==> config.mk <==
export PLATFORM = sky130hd
export DESIGN_NAME = interleaved_pwm
export DESIGN_NICKNAME = d
export VERILOG_FILES = /design/src/rtl/interleaved_pwm.sv
export SDC_FILE = /design/constraint.sdc
export NUM_CORES = 1
export LEC_CHECK = 0
export ABC_AREA = 1
export BUFFER_PORTS_ARGS = -buffer_cell sky130_fd_sc_hd__buf_2
export CAP_MARGIN = 20
export CORE_MARGIN = 2
export CORE_UTILIZATION = 40
export DETAILED_ROUTE_END_ITERATION = 6
export GPL_ROUTABILITY_DRIVEN = 0
export SLEW_MARGIN = 20
export SYNTH_ARGS = -nofsm -noshare
export SYNTH_HDL_FRONTEND = slang
export SYNTH_SLANG_ARGS = --single-unit
==> constraint.sdc <==
create_clock -name clk -period 8.9 [get_ports clk]
set_input_delay 0 -clock clk [delete_from_list [all_inputs] [get_ports clk]]
set_output_delay 0 -clock clk [all_outputs]
set_load 0.01 [all_outputs]
==> src/rtl/interleaved_pwm.sv <==
module interleaved_pwm #(
  parameter int CW = 16
) (
  input  logic          clk,
  input  logic          rst,
  input  logic          en,
  input  logic [CW-1:0] period,
  input  logic [CW-1:0] duty,
  input  logic [CW-1:0] dead,
  output logic          pha,
  output logic          phb
);

  localparam logic [CW-1:0] MIN_P = CW'(2);

  logic [CW-1:0] cnt, p_s, h_s, d_s, g_s;
  logic [CW-1:0] p_in, h_in, lim_in, d_in;
  logic          idle, wrap;

  assign p_in   = (period < MIN_P) ? MIN_P : period;
  assign h_in   = p_in >> 1;
  assign lim_in = (h_in > dead) ? h_in - dead : '0;
  assign d_in   = (duty < lim_in) ? duty : lim_in;

  assign idle = rst || !en;
  assign wrap = (cnt == p_s - 1'b1);

  always_ff @(posedge clk) begin
    if (idle || wrap) begin
      p_s <= p_in;
      h_s <= h_in;
      d_s <= d_in;
      g_s <= dead;
    end
    if (idle) begin
      cnt <= '0;
      pha <= 1'b0;
      phb <= 1'b0;
    end else begin
      pha <= (cnt < d_s);
      phb <= (cnt >= h_s) && ((cnt - h_s) < d_s);
      cnt <= wrap ? '0 : cnt + 1'b1;
    end
  end

  // gap tracking for the dead-time property
  logic [CW:0]   low_run;
  logic [CW-1:0] gap_req;

  always_ff @(posedge clk) begin
    if (idle) begin
      low_run <= '0;
      gap_req <= '0;
    end else begin
      if (pha || phb) low_run <= '0;
      else if (!(&low_run)) low_run <= low_run + 1'b1;
      if ((pha || phb) && cnt != '0) gap_req <= g_s;
    end
  end

  a_r5_no_overlap: assert property (@(posedge clk) disable iff (rst) !(pha && phb));

  a_r1_idle_low: assert property (@(posedge clk) disable iff (rst)
    !en |=> (!pha && !phb && cnt == '0));

  a_r2_count_range: assert property (@(posedge clk) disable iff (rst)
    en |-> cnt < p_s);

  a_r6_gap_a: assert property (@(posedge clk) disable iff (rst)
    $rose(pha) |-> low_run >= {1'b0, gap_req});

  a_r6_gap_b: assert property (@(posedge clk) disable iff (rst)
    $rose(phb) |-> low_run >= {1'b0, gap_req});

  a_r7_hold_mid: assert property (@(posedge clk) disable iff (rst)
    (en && $past(en) && cnt != '0) |-> $stable(d_s) && $stable(p_s));

  a_r8_zero_duty: assert property (@(posedge clk) disable iff (rst)
    (en && $past(en) && $past(d_s) == '0 && d_s == '0) |-> !pha && !phb);

endmodule

Yosys cells after proc, flatten, opt, wreduce, memory -nomap -nowiden

Cells that the tools add are included.

Word-level logic and storage cells: 25
Register bits after elaboration: 50
Output and inout port bits: 2

Equal/unequal tests: 1
Add/subtract/negate cells: 4
Muxes and demuxes: 3
Reductions and logical operators: 5
$lt $le $gt $ge: 6

Operators by type and width:

| kind                    | count |
|---|---|
| $lt A16 B16 Y1          | 3 |
| $mux W16                | 3 |
| $add A16 B1 Y16 const B | 1 |
| $eq A16 B16 Y1          | 1 |
| $ge A16 B15 Y1          | 1 |
| $gt A15 B16 Y1          | 1 |
| $lt A16 B2 Y1 const B   | 1 |
| $sub A15 B16 Y16        | 1 |
| $sub A16 B1 Y16 const B | 1 |
| $sub A16 B15 Y16        | 1 |
| $logic_or A1 B1 Y1      | 2 |
| $reduce_or A2 Y1        | 1 |
| $logic_and A1 B1 Y1     | 1 |
| $logic_not A1 Y1        | 1 |

Longest topological paths before layout

Depth in word-level cells: 6
Depth in mapped cells: 29

Worst setup path after synthesis

OpenSTA, ideal clock, no wires.

Path kind: input port to flip-flop
Start: input port period[7]
End: register d_s[14] (data pin)
Path buffers: 2
Setup slack: 5.232 ns
Data arrival time: 3.416 ns
Library setup time: 0.253 ns
Stages: 26
Cell sequence: or3_1 nor4_1 nor2_1 ha_1 inv_1 fa_1 nand3_1 nand3_1 nand2_1 nand2_2 nand2_1 nand2_1 nand2_1 clkbuf_1 nor2_1 inv_1 ha_1 a21oi_1 o21ai_0 nand3_1 a21oi_1 a211oi_2 nand2_2 buf_6 nand2_1 nand2_1

Longest elaborated chain between the ends: 6

Ends and longest elaborated chain:

| what                                               | line | text |
|---|---|---|
| start: declaration                                 | 7    | `input logic [CW-1:0] period,` |
| $lt A16 B2 Y1                                      | 20   | `assign p_in = (period < MIN_P) ? MIN_P : period;` |
| $mux W16 (*)                                       | 20   |  |
| $sub A15 B16 Y16 or $gt A15 B16 Y1 (tied branches) | 22   | `assign lim_in = (h_in > dead) ? h_in - dead : '0;` |
| $mux W16 (*)                                       | 22   |  |
| $lt A16 B16 Y1                                     | 23   | `assign d_in = (duty < lim_in) ? duty : lim_in;` |
| $mux W16 (*)                                       | 23   |  |
| named net d_in[14]                                 | 17   | `logic [CW-1:0] p_in, h_in, lim_in, d_in;` |
| end signal: assignment                             | 32   | `d_s <= d_in;` |
| end: declaration                                   | 16   | `logic [CW-1:0] cnt, p_s, h_s, d_s, g_s;` |

The timed path passes the listed nets; every way through them passes the cells marked *.
A chain may end at the register's enable or synchronous reset.

Worst setup path after layout

Start: input port period[11]
End: register d_s[4] (data pin)

Same word-level chain as after synthesis.

==> reports/results.md <==
* 57.5% — Tcrit/Tclk final
* 0.0167 ns — worst-case hold slack
* 195 MHz — timing-limited maximum frequency
* 33.1% — met2 routing resource usage after global routing
* 4.88 — via/cell ratio
* 18.8% — top-area cell type share of the netlist area
* 8.96 ns — endpoint required time on the critical path
* 5 — CTS Buf Count
* no — setup repair after global routing missed its margin
* input pin to flop — type of the tightest min-delay check
* 28.5% — clock power share
* 41 — total number of placement rows
* 5.57 ns — worst-case register-to-register setup slack
* 7.41 um^2 — Avg Cell Area, Syn
* 49 — maximum number of pins on one net before global-route repair
* 0.00669 ns — Final Skew
* 0.30 ns — Skew-Pair Late Insertion Delay
* 4 — first drt pass iteration count
* nand2_1 — cell with the most instances after synthesis
* 12.3 mm — Routed Wire Length
* met2 — most heavily used metal layer in global routing
* ha_1 — library cell occupying the most area in the post-synthesis netlist
* nand2_1 (139), inv_1 (118), ha_1 (78) — most instantiated cells after synthesis
* 13.2 um — wire length per cell after detailed routing
* edfxtp_1 — top flip-flop cell by instance count after synthesis
* 0 — number of remaining DRC errors
* 43 — Synth cell types
* 1312 — Fillers
* 4 — sum of buffers and inverters on the critical path
* 5.17 ns — signal arrival time at the worst endpoint
* a211oi_2 — slowest library cell on the worst path
* 0 — number of cells upsized or downsized after cts
* 53 — top-level I/O count
* 0 ns — Setup Total Neg Slack
* simple AND/OR/NAND/NOR gates — gate family responsible for the most delay along the worst path
* 0 — Ys Warns
* 17 — critical-path maximum fanout
* 25.5% — fraction of the yosys area taken by sequential cells
* 0.79 ns — Worst path max stage delay
* 12600 um^2 — core area
* 1.01 ns — Worst Tran Pin Value
* 4523 — total number of vias
* 1.50% — grt met3 use
* 39.6% — share of total power in sequential cells
* 699 — Mapped Cells
* 884 — Total Nets Final
* 236 uW — net switching power of the design
* 0 — Final Hold Violating Endpoints
* 4437 — number of global-route vias before repair
* 0 — diode count
* ha_1 (19%), edfxtp_1 (19%), nand2_1 (10%) — top cells by area in the synthesized netlist
* nand2_1 — Crit path top cell by count
* done — TritonCTS clock tree
* 0 — number of setup violations in the final report
* 465 uW — internal power contribution
* input pin — startpoint class of the critical path
* flop — type of destination of the critical path
* complete, no violations — run status
* input pin to flop — path type of the worst setup path
* 52 — IO buf count
* 120 nW/um^2 — Pwr per Cell Area
* 118 um — Horiz. Die Dim
* 0 — remaining antenna violation count after routing
* 830 — syn nets
* 22.8% — met1 Use GR
* 0.0000782 V — IR Drop Worst-Case VDD
* clkbuf_16 — CTS root buffer
* 41.0% — initial standard-cell utilization of the core
* 0 — Final Max Slew Viols
* 50 — number of synthesized register bits
* 32.4% — worst-case headroom to the max-slew limit
* 10.3 mm — post-detail-place hpwl
* 13.0% — synthesis-to-layout area growth
* 158 — count of routing violations after the opening detailed-route iteration
* 2 — Max clock buf depth
* 0.07 ns — clock-pin slew on the worst setup and hold paths
* 5.12 ns — shortest period the worst path allows
* 33.7% — sw frac
* 13900 um^2 — area enclosed by the die boundary
* 118 um — Die Y
* 18.2% — overall global routing resource usage
* 20.8 mm — wire length of the first global-routing pass
* 5180 um^2 — Synth Cell Area
* 0.00290 uW — P_leak
* 2 — H-tree level count
* 32 — EDFF count, synth
* 12.1% — ratio of cells with drive above 1 in the final layout
* 0 — Maximum Capacitance Violations
* 0 — sum of overflow across all layers after global routing
* 31.9% — part of the power in combinational logic
* 0% — Async SR Flop Fraction
* 0 — antenna violations before repair
* 50 — number of sinks driven by the clock tree
[cell families (layout without fill, tap and decap cells)]
logic type / count (synthesis) / after routing / share of synthesized area, %
DFF: 50 / 50 / 25.5
buffers and inverters: 138 / 193 / 10.5
and+or+nand+nor: 295 / 295 / 26.0
adders and majority gates: 80 / 80 / 19.6
AOI/OAI and AO/OA: 80 / 80 / 8.94
xor gates and xnor gates: 56 / 56 / 9.47
[metrics by stage]
step	power [uW]	instance area (um^2)	std cells	setup WS (ns)	util, %
CTS	705	5850	926	3.72	46.4
floorplan	446	5180	699	5.23	-
global placement	496	5550	903	4.08	44.0
finish	701	5850	926	3.78	46.4
global route	751	5850	926	3.14	46.4
detailed placement	502	5550	903	3.94	44.0
[worst reg2reg max path, stage by stage (launching register included)]
cell and delay (ns):
dfxtp_1 0.36, inv_1 0.11, ha_1 0.15, inv_1 0.06, fa_1 0.40, nand3_1 0.09
nand2_1 0.09, a21boi_0 0.30, nor2_1 0.08, nor2_1 0.09, nand2_1 0.12, a21boi_0 0.30
o21ai_0 0.19, nand2_1 0.09, nand2_1 0.06, xor2_1 0.14, ha_1 0.26, nand2_1 0.04
inv_1 0.06, nand3_1 0.06, a21oi_1 0.12, nor2_1 0.06
[final timing paths]
kind | start | endpoint | cells after the start
setup / recovery | period[11] | d_s[4] | 27
hold / removal | period[1] | p_s[1] | 3
setup reg to reg | cnt[0] | phb | 21
hold reg to reg | cnt[0] | cnt[0] | 1
[registers in the layout, indices dropped and copies added (netlist names)]
signal,count
d_s,16
phb,1
p_s,16
cnt,16
pha,1
[layout by cell type (no fill, tap or decap), types with 2 or more instances in the layout]
cell / n
a211oi_1: 2
dfxtp_1: 18
nand2_1: 139
edfxtp_1: 32
or2_2: 5
a21boi_0: 4
a21o_1: 2
o21ai_0: 11
nor4_1: 3
nand3b_1: 2
nor3_2: 2
xnor2_1: 16
ha_1: 78
nor2_4: 2
fa_1: 2
nor2_2: 12
dlygate4sd3_1: 15
clkbuf_16: 5
o21bai_1: 3
a21oi_1: 47
nor3_1: 15
o211ai_1: 4
inv_1: 118
nand3_1: 45
xor2_1: 40
nand2_2: 5
nor2_1: 48
buf_2: 52
nand4_1: 11
inv_6: 2
[power groups by stage]
stage / Sequential (uW) / Combinational (uW) / Clock (uW)
6_report: 278 / 224 / 200
5_1_grt: 280 / 260 / 212
4_1_cts: 278 / 225 / 202
3_5_place_dp: 283 / 219 / 0
3_3_place_gp: 283 / 213 / 0
2_1_floorplan: 280 / 166 / 0
[final cells by class]
cell class                      count  area, um^2  area share (%)
Multi-Input combinational cell    511        3310            56.6
Sequential cell                    50        1320            22.6
Inverter                          118         443            7.57
Timing Repair Buffer               67         410            7.02
Tap cell                          172         215            3.68
Clock buffer                        6         129            2.20
Clock inverter                      2        17.5           0.299
[what timing repair did]
| item | CTS | global route |
|---|---|---|
| endpoints found under the hold margin | 15 | 0 |
| hold buffers | 15 | 0 |
| buffers inserted | 0 | 0 |
| endpoints found under the setup margin | 0 | 0 |
[per-layer routing]
layer	part of all wire, %	up-vias
li1	-	2379
met2	50	66
met4	1.7	0
met5	0	-
met1	45	2064
met3	2.4	14
No activity file was read; power rests on OpenSTA's default activity.
